## src/rtl/sysctl_pkg.sv

```systemverilog
package sysctl_pkg;

   localparam int unsigned REGNUM_W = 5;
   localparam int unsigned CODE_W   = 4;
   localparam int unsigned CODE_LSB = 2;
   localparam int unsigned STACK_W  = 6;

   localparam logic [REGNUM_W-1:0] REG_BADADDR = 5'd8;
   localparam logic [REGNUM_W-1:0] REG_STATUS  = 5'd12;
   localparam logic [REGNUM_W-1:0] REG_CAUSE   = 5'd13;
   localparam logic [REGNUM_W-1:0] REG_EPC     = 5'd14;

   localparam logic [CODE_W-1:0] EXC_INT     = 4'd0;
   localparam logic [CODE_W-1:0] EXC_ADDR_LD = 4'd4;
   localparam logic [CODE_W-1:0] EXC_ADDR_ST = 4'd5;
   localparam logic [CODE_W-1:0] EXC_BUS_IF  = 4'd6;
   localparam logic [CODE_W-1:0] EXC_BUS_DA  = 4'd7;
   localparam logic [CODE_W-1:0] EXC_OVF     = 4'd12;
   localparam logic [CODE_W-1:0] EXC_FPU     = 4'd15;

   typedef struct packed {
      logic user;
      logic ie;
   } mode_pair_t;

   typedef struct packed {
      mode_pair_t old_p;
      mode_pair_t prev_p;
      mode_pair_t cur_p;
   } mode_stack_t;

   function automatic logic code_is_addr(input logic [CODE_W-1:0] c);
      return (c == EXC_ADDR_LD) || (c == EXC_ADDR_ST);
   endfunction

endpackage

```

## src/rtl/sysctl_status.sv

```systemverilog
module sysctl_status
   import sysctl_pkg::*;
#(
   parameter int unsigned NIRQ = 6
) (
   input  logic            clk,
   input  logic            rst_n,
   input  logic            push_i,
   input  logic            pop_i,
   input  logic            wr_i,
   input  mode_stack_t     wr_stack_i,
   input  logic [NIRQ-1:0] wr_mask_i,
   output mode_stack_t     stack_o,
   output logic [NIRQ-1:0] mask_o
);

   mode_stack_t     stack_q, stack_d;
   logic [NIRQ-1:0] mask_q;

   always_comb begin
      stack_d = stack_q;
      if (push_i) begin
         stack_d.old_p       = stack_q.prev_p;
         stack_d.prev_p      = stack_q.cur_p;
         stack_d.cur_p.user  = 1'b0;
         stack_d.cur_p.ie    = 1'b0;
      end else if (pop_i) begin
         stack_d.prev_p      = stack_q.old_p;
         stack_d.cur_p.user  = stack_q.prev_p.user;
         stack_d.cur_p.ie    = 1'b1;
      end else if (wr_i) begin
         stack_d = wr_stack_i;
      end
   end

   always_ff @(posedge clk or negedge rst_n) begin
      if (!rst_n) begin
         stack_q <= '0;
         mask_q  <= '0;
      end else begin
         stack_q <= stack_d;
         if (wr_i) mask_q <= wr_mask_i;
      end
   end

   assign stack_o = stack_q;
   assign mask_o  = mask_q;

endmodule

```

## src/rtl/sysctl_pending.sv

```systemverilog
module sysctl_pending #(
   parameter int unsigned NIRQ = 6
) (
   input  logic [NIRQ-1:0] irq_i,
   input  logic [NIRQ-1:0] mask_i,
   input  logic            ie_i,
   output logic            pending_o
);

   logic [NIRQ-1:0] gated;

   for (genvar i = 0; i < NIRQ; i++) begin : g_line
      assign gated[i] = irq_i[i] & mask_i[i];
   end

   assign pending_o = ie_i & (|gated);

endmodule

```

## src/rtl/sysctl_capture.sv

```systemverilog
module sysctl_capture
   import sysctl_pkg::*;
#(
   parameter int unsigned XLEN = 32
) (
   input  logic              clk,
   input  logic              rst_n,
   input  logic              take_i,
   input  logic              trap_sel_i,
   input  logic [CODE_W-1:0] code_i,
   input  logic [XLEN-1:0]   pc_i,
   input  logic [XLEN-1:0]   next_pc_i,
   input  logic [XLEN-1:0]   fault_addr_i,
   input  logic              epc_wr_i,
   input  logic [XLEN-1:0]   wdata_i,
   output logic [CODE_W-1:0] code_o,
   output logic [XLEN-1:0]   epc_o,
   output logic [XLEN-1:0]   bad_o
);

   logic [CODE_W-1:0] code_q;
   logic [XLEN-1:0]   epc_q;
   logic [XLEN-1:0]   bad_q;

   always_ff @(posedge clk or negedge rst_n) begin
      if (!rst_n) begin
         code_q <= EXC_INT;
         epc_q  <= '0;
         bad_q  <= '0;
      end else if (take_i) begin
         code_q <= trap_sel_i ? code_i : EXC_INT;
         epc_q  <= trap_sel_i ? pc_i : next_pc_i;
         if (trap_sel_i && code_is_addr(code_i)) bad_q <= fault_addr_i;
      end else if (epc_wr_i) begin
         epc_q <= wdata_i;
      end
   end

   assign code_o = code_q;
   assign epc_o  = epc_q;
   assign bad_o  = bad_q;

endmodule

```

## src/rtl/sysctl_access.sv

```systemverilog
module sysctl_access
   import sysctl_pkg::*;
#(
   parameter int unsigned XLEN = 32
) (
   input  logic                en_i,
   input  logic                wr_i,
   input  logic [REGNUM_W-1:0] addr_i,
   input  logic                user_i,
   input  logic [XLEN-1:0]     status_word_i,
   input  logic [XLEN-1:0]     cause_word_i,
   input  logic [XLEN-1:0]     epc_i,
   input  logic [XLEN-1:0]     bad_i,
   output logic                err_o,
   output logic                wr_status_o,
   output logic                wr_epc_o,
   output logic [XLEN-1:0]     rdata_o
);

   logic is_status_rd;
   logic [XLEN-1:0] sel;

   assign is_status_rd = (addr_i == REG_STATUS) && !wr_i;
   assign err_o        = en_i && user_i && !is_status_rd;
   assign wr_status_o  = en_i && wr_i && !user_i && (addr_i == REG_STATUS);
   assign wr_epc_o     = en_i && wr_i && !user_i && (addr_i == REG_EPC);

   always_comb begin
      case (addr_i)
         REG_BADADDR: sel = bad_i;
         REG_STATUS:  sel = status_word_i;
         REG_CAUSE:   sel = cause_word_i;
         REG_EPC:     sel = epc_i;
         default:     sel = '0;
      endcase
   end

   assign rdata_o = (en_i && !wr_i && !err_o) ? sel : '0;

endmodule

```

## src/rtl/sysctl_unit.sv

```systemverilog
module sysctl_unit
   import sysctl_pkg::*;
#(
   parameter int unsigned     XLEN        = 32,
   parameter int unsigned     NIRQ        = 6,
   parameter int unsigned     MASK_LSB    = 10,
   parameter logic [XLEN-1:0] HANDLER_VEC = 32'h8000_0180
) (
   input  logic                clk,
   input  logic                rst_n,
   input  logic [NIRQ-1:0]     irq_i,
   input  logic                insn_done_i,
   input  logic                trap_req_i,
   input  logic [CODE_W-1:0]   trap_code_i,
   input  logic [XLEN-1:0]     pc_i,
   input  logic [XLEN-1:0]     next_pc_i,
   input  logic [XLEN-1:0]     fault_addr_i,
   input  logic                cp_en_i,
   input  logic                cp_wr_i,
   input  logic [REGNUM_W-1:0] cp_addr_i,
   input  logic [XLEN-1:0]     cp_wdata_i,
   output logic [XLEN-1:0]     cp_rdata_o,
   output logic                cp_err_o,
   input  logic                eret_i,
   output logic                take_exc_o,
   output logic [XLEN-1:0]     exc_vector_o,
   output logic [XLEN-1:0]     epc_o,
   output logic                user_mode_o,
   output logic                int_en_o,
   output logic                irq_pending_o
);

   localparam int unsigned CODE_TOP = CODE_LSB + CODE_W;
   localparam int unsigned MASK_TOP = MASK_LSB + NIRQ;

   if (MASK_LSB < STACK_W || MASK_LSB < CODE_TOP || MASK_TOP > XLEN || NIRQ < 1)
   begin : g_cfg_bad
      $error("sysctl_unit: mask field does not fit beside stack and code fields");
   end

   mode_stack_t       stack;
   logic [NIRQ-1:0]   mask;
   logic [CODE_W-1:0] code;
   logic [XLEN-1:0]   epc, bad;
   logic [XLEN-1:0]   status_word, cause_word;
   logic              pending, int_take, take, eret_eff, user;
   logic              acc_wr_status, acc_wr_epc, st_wr, epc_wr;

   assign user = stack.cur_p.user;

   sysctl_pending #(.NIRQ(NIRQ)) u_pend (
      .irq_i     (irq_i),
      .mask_i    (mask),
      .ie_i      (stack.cur_p.ie),
      .pending_o (pending)
   );

   // trap outranks interrupt; entry outranks return; both outrank move-to
   assign int_take = insn_done_i & pending & ~trap_req_i;
   assign take     = trap_req_i | int_take;
   assign eret_eff = eret_i & ~user & ~take;
   assign st_wr    = acc_wr_status & ~take & ~eret_eff;
   assign epc_wr   = acc_wr_epc & ~take & ~eret_eff;

   sysctl_status #(.NIRQ(NIRQ)) u_status (
      .clk        (clk),
      .rst_n      (rst_n),
      .push_i     (take),
      .pop_i      (eret_eff),
      .wr_i       (st_wr),
      .wr_stack_i (mode_stack_t'(cp_wdata_i[STACK_W-1:0])),
      .wr_mask_i  (cp_wdata_i[MASK_LSB +: NIRQ]),
      .stack_o    (stack),
      .mask_o     (mask)
   );

   sysctl_capture #(.XLEN(XLEN)) u_capture (
      .clk          (clk),
      .rst_n        (rst_n),
      .take_i       (take),
      .trap_sel_i   (trap_req_i),
      .code_i       (trap_code_i),
      .pc_i         (pc_i),
      .next_pc_i    (next_pc_i),
      .fault_addr_i (fault_addr_i),
      .epc_wr_i     (epc_wr),
      .wdata_i      (cp_wdata_i),
      .code_o       (code),
      .epc_o        (epc),
      .bad_o        (bad)
   );

   always_comb begin
      status_word                      = '0;
      status_word[MASK_LSB +: NIRQ]    = mask;
      status_word[STACK_W-1:0]         = stack;
      cause_word                       = '0;
      cause_word[MASK_LSB +: NIRQ]     = irq_i;
      cause_word[CODE_LSB +: CODE_W]   = code;
   end

   sysctl_access #(.XLEN(XLEN)) u_access (
      .en_i          (cp_en_i),
      .wr_i          (cp_wr_i),
      .addr_i        (cp_addr_i),
      .user_i        (user),
      .status_word_i (status_word),
      .cause_word_i  (cause_word),
      .epc_i         (epc),
      .bad_i         (bad),
      .err_o         (cp_err_o),
      .wr_status_o   (acc_wr_status),
      .wr_epc_o      (acc_wr_epc),
      .rdata_o       (cp_rdata_o)
   );

   assign take_exc_o    = take;
   assign exc_vector_o  = HANDLER_VEC;
   assign epc_o         = epc;
   assign user_mode_o   = user;
   assign int_en_o      = stack.cur_p.ie;
   assign irq_pending_o = pending;

endmodule

```

## config.mk

```make
export PLATFORM = sky130hd
export DESIGN_NAME = sysctl_unit
export DESIGN_NICKNAME = d
export VERILOG_FILES = /design/src/rtl/sysctl_pkg.sv /design/src/rtl/sysctl_status.sv /design/src/rtl/sysctl_pending.sv /design/src/rtl/sysctl_capture.sv /design/src/rtl/sysctl_access.sv /design/src/rtl/sysctl_unit.sv
export SDC_FILE = /design/constraint.sdc
export NUM_CORES = 1
export LEC_CHECK = 0
export BUFFER_PORTS_ARGS = -buffer_cell sky130_fd_sc_hd__buf_2
export CORE_MARGIN = 2
export CORE_UTILIZATION = 46
export CTS_CLUSTER_DIAMETER = 200
export DETAILED_ROUTE_END_ITERATION = 10
export PLACE_DENSITY = 0.82
export SLEW_MARGIN = 20
export SYNTH_ARGS = -nofsm -noshare
export SYNTH_HDL_FRONTEND = slang
export SYNTH_SLANG_ARGS = --single-unit
```

## constraint.sdc

```tcl
create_clock -name clk -period 2.76 [get_ports clk]
set_clock_uncertainty 0.1 [all_clocks]
set_input_delay 0.276 -clock clk [delete_from_list [all_inputs] [get_ports clk]]
set_output_delay 0.276 -clock clk [all_outputs]
set_load 0.01 [all_outputs]
```

# Yosys cells after proc, flatten, opt, wreduce, memory -nomap -nowiden
# Cells that the tools add are included.
dict set report word_totals {
  ff_bits 80
  word_cells 68
  inputBits 150
  out_inout_bits 101
}
dict set report classes {
  reduce_logical 21
  bitwise_logic 20
  eq_ne 7
  muxes 10
}
# op n
set ops {}
lappend ops {{$mux 32} 4}
lappend ops {{$pmux 32 s4} 1}
lappend ops {{$eq 5x4->1 const B} 4}
lappend ops {{$and 1x1->1} 15}
lappend ops {{$mux 6} 2}
lappend ops {{$logic_and 1x1->1} 10}
lappend ops {{$eq 4x3->1 const B} 2}
lappend ops {{$mux 4} 2}
lappend ops {{$reduce_or 6->1} 1}
lappend ops {{$logic_not 1->1} 4}
lappend ops {{$not 1->1} 4}
lappend ops {{$reduce_and 2->1} 2}
lappend ops {{$reduce_bool 2->1} 2}
lappend ops {{$reduce_bool 3->1} 1}
lappend ops {{$mux 2} 1}
lappend ops {{$ne 2x2->1 const B} 1}
lappend ops {{$logic_or 1x1->1} 1}
lappend ops {{$or 1x1->1} 1}

# Depth between registers and ports, before layout
# Gate-level depths: netlist (run 1).
dict set report logic_depth {
  depth_word 13
  depth_mapped 7
  ltp_nobuf 5
}

# Cells and area by module
# From an unflattened synthesis (run 1), not the netlist that was laid out.
dict set report unflattened {
  hier_cells 525
  area_unflattened_um2 5714.2
}
# mod area_per_inst_um2 seq_area_each_um2 cells_each instances
set modules_own_cells {}
lappend modules_own_cells {sysctl_capture 3308.2 1701.6 264 1}
lappend modules_own_cells {sysctl_access 1555.2 0.0 174 1}
lappend modules_own_cells {sysctl_status 535.5 300.3 42 1}
lappend modules_own_cells {sysctl_unit 282.8 0.0 40 1}
lappend modules_own_cells {sysctl_pending 32.5 0.0 5 1}

# Worst setup path before layout (run 1)
# OpenSTA, ideal clock, no wires.
dict set report synth_path {
  path_kind {input -> output}
  startpoint {in cp_addr_i[4]}
  endpoint {out cp_rdata_o[10]}
  stages 5
  arrival_ps 1631
  setup_slack_ps 753
  cell_sequence {or2_1 -> o311a_1 -> a211o_1 -> buf_2 -> a21oi_1}
}
dict set report synth_via {
  elab_chain_cells 7
  elab_cells_between_ends 11
  cone_classes {eq/ne (4); mux (2); reduce/logical (5)}
}
# item line_no
set synth_lines {}
lappend synth_lines {{start: declaration} sysctl_unit.sv:20} ;# input logic [REGNUM_W-1:0] cp_addr_i,
lappend synth_lines {{$eq 5x4->1} sysctl_access.sv:23} ;# assign is_status_rd = (addr_i == REG_STATUS) && !wr_i;
lappend synth_lines {{$logic_and 1x1->1} sysctl_access.sv:23}
lappend synth_lines {{$logic_not 1->1} sysctl_access.sv:24} ;# assign err_o = en_i && user_i && !is_status_rd;
lappend synth_lines {{$logic_and 1x1->1} sysctl_access.sv:24}
lappend synth_lines {{via cp_err_o} sysctl_unit.sv:23} ;# output logic cp_err_o,
lappend synth_lines {{$logic_not 1->1} sysctl_access.sv:38} ;# assign rdata_o = (en_i && !wr_i && !err_o) ? sel : '0;
lappend synth_lines {{$logic_and 1x1->1} sysctl_access.sv:38}
lappend synth_lines {{$mux 32} sysctl_access.sv:38}
lappend synth_lines {{end: declaration} sysctl_unit.sv:22} ;# output logic [XLEN-1:0] cp_rdata_o,
# The timed path passes the listed nets, and every way through them passes these cells.

# Worst setup path in the final report (run 1)
dict set report layout_path {
  startpoint {reg u_status.mask_q[5], in the netlist u_status.mask_o[5]}
  endpoint {out take_exc_o}
}
dict set report layout_via {
  elab_chain_cells 6
}
# item line_no
set layout_lines {}
lappend layout_lines {{start: declaration} sysctl_status.sv:18} ;# logic [NIRQ-1:0] mask_q;
lappend layout_lines {{start signal: assignment} sysctl_status.sv:42} ;# if (wr_i) mask_q <= wr_mask_i;
lappend layout_lines {{$and 1x1->1} sysctl_pending.sv:13} ;# assign gated[i] = irq_i[i] & mask_i[i];
lappend layout_lines {{$reduce_or 6->1} sysctl_pending.sv:16} ;# assign pending_o = ie_i & (|gated);
lappend layout_lines {{$and 1x1->1} sysctl_pending.sv:16}
lappend layout_lines {{$and 1x1->1 (2 in a row)} sysctl_unit.sv:59} ;# assign int_take = insn_done_i & pending & ~trap_req_i;
lappend layout_lines {{$or 1x1->1} sysctl_unit.sv:60} ;# assign take = trap_req_i | int_take;
lappend layout_lines {{end: declaration} sysctl_unit.sv:25} ;# output logic take_exc_o,
# Every way passes these cells.

==> results.md, run 1 <==
* Multi-input gate area at 0.00241 sq mm
* Worst slew margin at 51.8%
* Max Cap Viol at 0
* Initial antenna violation count at 0
* Worst Hold Path Cells at 2
* Status: finished clean
* Top Ports at 251
* Top post-synthesis cells by area: dfrtp_1, mux2i_1, mux2_2, a22oi_1, buf_4
* Yosys top cell area share at 43.0%
* Final Power at 3.18 mW
* Number of flops mapped to enable cells by yosys at 0
* DR DRC count at 0
* Die H at 105 um
* Levels on crit path at 5
* M1 GR Usage at 30.8%
* Die W at 105 um
* GRT Util Overall at 26.3%
* Final WL at 14300 um
* Placeable Area at 0.00982 sq mm
* Clock Latency Late Sink at 0.36 ns
* Layout area overhead at 30.4%
* Number of synthesized register bits at 80
* Fillers at 823
* Ant diodes at 0
* NetSw at 0.877 mW
* Top post-synthesis cells by count: mux2i_1, dfrtp_1, a22oi_1, mux2_2, buf_4
* Crit start category: flip-flop
* Yosys top cell by area: dfrtp_1
* Leakage power at 2.98 nW
* Layout cells sized above 1 at 47.2%
* Distinct cell type count after synthesis at 36
* CP peak stage delay at 0.39 ns
* Peak VDD IR at 0.289 mV
* Setup TNS at 0 ns
* Number of global-route vias before repair at 4478
* Top FF cell, synth: dfrtp_1
* Met3 GRT Util at 5.80%
* Yosys warnings at 0
* Met2 Use GR at 46.9%
* Seq pwr share at 46.9%
* TritonCTS buffer count at 9
* Sequential cell area fraction in the yosys report at 43.0%
* Seq. cell area at 0.00200 sq mm
* Num rows at 36
* Max Freq at 413 MHz
* Final ANT Viol Nets at 0
* Max Root-Sink Buffers at 2
* Tmin final at 2.42 ns
* Nature of the critical path endpoint: output pin
* CP max-delay cell: dfrtp_1
* Pwr Density at 523 mW/mm^2
* CTS sink count at 80
* Comb pwr share at 19.1%
* RSZ-0062 raised after global routing: false
* Drt pass-1 iters at 4
* GRT Residual Overflow at 0
* Synthesized area at 0.00466 sq mm
* Final setup vio count at 0
* Crit-path cells: a22oi_1 > a31oi_2 > nor2_1 > inv_2 > buf_2
* DP HPWL at 10600 um
* CTS tree: built
* Nets at 770
* RePlAce Congestion at 0.842
* Asr flop ratio synth at 100%
* Pint at 2.30 mW
* Clock-pin slew on the worst setup and hold paths at 0.08 ns
* CP Max Fanout at 16
* CP arrival at 2.05 ns
* Reg2Reg Depth at 4
* Root buf cell: clkbuf_8
* Top-count cell post-synth: mux2i_1
* Gr busiest metal: met2
* CP Data Required Time at 2.38 ns
* DR WL/cell at 18.8 um
* Clk pwr share at 34.0%
* Post-CTS setup buffer count at 0
* DR vias/cell at 5.47
* Top cell family by delay on the critical path: buffers and inverters
* Min-delay worst type: in -> reg
* Port bufs at 218
* Switching Share at 27.6%
* DR iter-0 viols at 206
* Largest net degree at the start of global routing at 81
* Final hold vios at 0
* First-pass GRT wire length at 22600 um
* Gate Count Post-Synth at 407
* CTS HTree Levels at 3
* Die Area at 0.0109 sq mm
* Critical path type: reg -> out
* Worst-Margin Slew at 0.723 ns
* Max-slew violations at 0
* Initial Utilization at 47.4%
* Syn avg cell area at 11.4 sq um
* WP buf/inv at 2
* Period utilisation layout at 87.8%
* DR vias at 4146
area by class of cell:
type	instances	share of cell area [%]
clock inverter	6	1.90
inverter	3	0.185
tap	133	2.74
timing repair buffer	232	20.3
clock buffer	10	2.27
multi-input combinational	294	39.7
sequential	80	33.0
cell usage in the layout, fill, tap and decap left out, drive strengths merged, types with 2 or more instances in the layout:
cell type,n
a222oi,2
a22oi,43
bufinv,3
mux2,39
nand2,2
mux2i,100
nand3b,2
o21ai,8
a21oi,13
clkbuf,10
conb,32
dfrtp,80
buf,231
inv,4
a22o,3
nor3,2
nor2,26
a31oi,2
nor4bb,4
o31ai,3
and2,2
cell families (layout without fill, tap and decap cells):
logic type / count (synthesis) / count (layout) / share of synthesized area (%)
AO/OA/AOI/OAI: 78 / 78 / 11.8
AND/OR/NAND/NOR: 45 / 45 / 5.67
buffers and inverters: 63 / 251 / 8.41
multiplexers: 139 / 139 / 30.9
flip-flops: 80 / 80 / 43.0
other: 2 / 32 / 0.161
repair_timing:
action | CTS | global route
hold endpoints to repair | 0 | 80
resized for setup | 0 | 0
hold buffers | 0 | 1
setup endpoints to repair | 0 | 0
registers in the layout (all words and copies together), names as in the netlist:
signal / count
u_capture.code_o: 4
u_status.mask_o: 6
u_capture.bad_o: 32
u_capture.epc_o: 32
u_status.stack_o: 6
power groups by stage:
stage,sequential (mW),combinational [mW],clock (mW)
after detailed placement,1.51,0.610,0
after global routing,1.51,0.666,1.16
after CTS,1.49,0.612,1.10
after global placement,1.50,0.582,0
after floorplan,1.50,0.341,0
final,1.49,0.608,1.08
per-stage QoR:
step / area [sq um] / hold WS, ns / util [%] / std cells / setup slack [ns]
5_1_grt: 6070 / 0.0371 / 61.8 / 758 / 0.232
3_3_place_gp: 5810 / 0.389 / 59.1 / 741 / 0.489
6_report: 6070 / 0.0465 / 61.8 / 758 / 0.336
4_1_cts: 6060 / 0.0218 / 61.7 / 757 / 0.336
2_1_floorplan: 4770 / -0.120 / - / 437 / 0.753
3_5_place_dp: 5810 / 0.390 / 59.1 / 741 / 0.414
metal layers:
| metal | vias up | part of all wire (%) |
|---|---|---|
| met3 | 21 | 8.3 |
| li1 | 1871 | - |
| met5 | - | 0 |
| met2 | 242 | 51 |
| met1 | 2012 | 38 |
| met4 | 0 | 2.0 |
worst paths after layout:
check | from | to | slack, ns
min in group asynchronous | rst_n | u_capture.epc_o[31] | 0.44
max in group asynchronous | rst_n | u_status.mask_o[0] | 1.63
worst min-delay path | fault_addr_i[30] | u_capture.bad_o[30] | 0.05
worst max register to register | u_status.stack_o[1] | u_status.mask_o[4] | 0.55
worst max-delay path | u_status.mask_o[5] | take_exc_o | 0.34
worst min register to register | u_capture.code_o[1] | u_capture.code_o[1] | 0.42
No activity file was read; power rests on OpenSTA's default activity.
==> inputs of run 2 (changes only) <==
- CORE_MARGIN: 2 -> 4
- REMOVE_ABC_BUFFERS: not set -> 1
- SETUP_SLACK_MARGIN: not set -> 0.5
==> run 2 against run 1 <==
Against the previous run:
- via count grew 0.87%
- final area is 2.5% higher
- utilization up 1.5 points
- flip-flop and latch count did not move
==> results.md, run 2 (synthesis results as in run 1) <==
* Num rows at 36 (unchanged)
* Die W at 109 um (+3.8%)
* Die Area at 0.0118 sq mm (+7.8%)
* Worst slew margin at 52.2% (+0.44 points)
* Final hold vios at 0 (unchanged)
* CP Max Fanout at 8 (-8)
* Critical path type: in -> out
* RePlAce Congestion at 0.803 (-4.6%)
* Clock Latency Late Sink at 0.34 ns (-0.02 ns)
* Final WL at 14200 um (-0.48%)
* Peak VDD IR at 0.289 mV (-0.25%)
* GRT Util Overall at 22.8% (-3.5 points)
* WP buf/inv at 3 (+1)
* Max Freq at 441 MHz (+6.9%)
* Placeable Area at 0.00982 sq mm (unchanged)
* Initial Utilization at 47.4% (unchanged)
* DP HPWL at 10400 um (-2.0%)
* Top cell family by delay on the critical path: compound AO/OA/AOI/OAI gates
* CP Data Required Time at 2.38 ns (about the same)
* Initial antenna violation count at 0 (unchanged)
* Final setup vio count at 0 (unchanged)
* Pwr Density at 504 mW/mm^2 (-3.7%)
* Ant diodes at 0 (unchanged)
* Tmin final at 2.27 ns (-0.156 ns)
* CP arrival at 1.89 ns (-0.16 ns)
* DR vias/cell at 5.49 (+0.34%)
* Top Ports at 251 (unchanged)
* Max Root-Sink Buffers at 2 (unchanged)
* Number of global-route vias before repair at 4238 (-5.4%)
* Crit start category: input pin
* Largest net degree at the start of global routing at 81 (unchanged)
* DR WL/cell at 18.6 um (-1.0%)
* First-pass GRT wire length at 20800 um (-8.0%)
* RSZ-0062 raised after global routing: true
* Max-slew violations at 0 (unchanged)
* Min-delay worst type: in -> reg
* CP peak stage delay at 0.37 ns (-0.02 ns)
* Final ANT Viol Nets at 0 (unchanged)
* Layout area overhead at 33.7%
* Most frequent cells in the layout: buf_2, mux2i_1, dfrtp_1, a22oi_1, mux2_2
* Root buf cell: clkbuf_8
* CTS HTree Levels at 3 (unchanged)
* Worst-Margin Slew at 0.716 ns (-0.00666 ns)
* Post-route cell area at 0.00622 sq mm (+2.5%)
* CTS sink count at 80 (unchanged)
* Most common cell after layout, fill and taps aside: buf_2
* Placed Area at 0.00579 sq mm (-0.34%)
* DR DRC count at 0 (unchanged)
* Leakage power at 3.04 nW (+1.9%)
* Post-Place Worst Slack at 0.354 ns (-0.0602 ns)
* Post-route setup slack at 0.492 ns (+0.156 ns)
* Layout cells sized above 1 at 49.8% (+2.6 points)
* CP max-delay cell: o311a_4
* Drt pass-1 iters at 5 (+1)
* Port bufs at 218 (unchanged)
* Die H at 109 um (+3.8%)
* CTS tree: built
* GRT Residual Overflow at 0 (unchanged)
* Nature of the critical path endpoint: output pin
* Max Cap Viol at 0 (unchanged)
* Status: finished clean
* Clock-pin slew on the worst setup and hold paths at 0.08 ns (about the same)
* Crit-path cells: clkbuf_4 > or2_4 > o311a_4 > a211o_4 > clkbuf_16 > a21oi_1 > buf_2
* DR vias at 4182 (+0.87%)
* Nets at 775 (+0.65%)
* Placed Cells at 740 (-0.13%)
* Period utilisation layout at 82.2% (-5.6 points)
* DR iter-0 viols at 237 (+15%)
* TritonCTS buffer count at 9 (unchanged)
* Non-Filler Instances at 762 (+0.53%)
run 2: cell count changes in the layout (fill, tap and decap cells not counted), sizes merged:
| cell | delta |
|---|---|
| inv | -1 |
| clkinv | -1 |
| clkinvlp | -1 |
| buf | +2 |
| clkbuf | +5 |
run 2: worst paths after layout:
| path | from | endpoint | slack, ns | cells after the start |
|---|---|---|---|---|
| worst max-delay path | cp_addr_i[4] | cp_rdata_o[2] | 0.49 | 7 |
| worst min-delay path | fault_addr_i[25] | u_capture.bad_o[25] | 0.06 | 2 |
| worst max register to register | u_status.stack_o[1] | u_status.mask_o[2] | 0.64 | 4 |
| worst min register to register | u_capture.bad_o[23] | u_capture.bad_o[23] | 0.41 | 1 |
| max in group asynchronous | rst_n | u_status.stack_o[1] | 1.61 | 2 |
| min in group asynchronous | rst_n | u_status.mask_o[2] | 0.42 | 2 |
run 2: metrics by stage:
step	TNS [ns]	utilization, %	hold WS [ns]	power, mW
4_1_cts	0	61.9	0.0233	3.15
2_1_floorplan	-115.72	-	-0.120	1.79
6_report	0	63.4	0.0581	3.14
3_3_place_gp	0	58.9	0.388	2.07
3_5_place_dp	0	58.9	0.386	2.11
5_1_grt	0	63.4	0.0407	3.29
run 2: area by class of cell:
cell class | instances | area, sq um
clock buffer | 12 | 145
multi-input combinational | 294 | 2490
tap | 133 | 166
fill | 813 | 3600
clock inverter | 3 | 90.1
inverter | 3 | 13.8
timing repair buffer | 237 | 1320
sequential | 80 | 2000
run 2: metal layers:
metal | GRT usage, % | vias up | part of all wire (%)
met5 | 0 | - | 0
met3 | 4.12 | 31 | 8.0
met2 | 41.7 | 217 | 52
met1 | 25.9 | 2049 | 38
met4 | 9.74 | 0 | 2.3
li1 | - | 1885 | -
run 2: power by group:
group | switching, mW | internal [mW] | leakage [nW]
registers | 0.125 | 1.35 | 0.966
clock network | 0.409 | 0.622 | 0.117
logic | 0.300 | 0.324 | 1.96
total | 0.835 | 2.30 | 3.04
run 2: repair_timing:
action                     in CTS  in global routing
resized for setup              10                 16
pin swaps                       0                  2
cloned                          0                  2
hold endpoints to repair        0                 80
setup buffers                   2                  2
setup endpoints to repair      42                 33
hold buffers                    0                  1
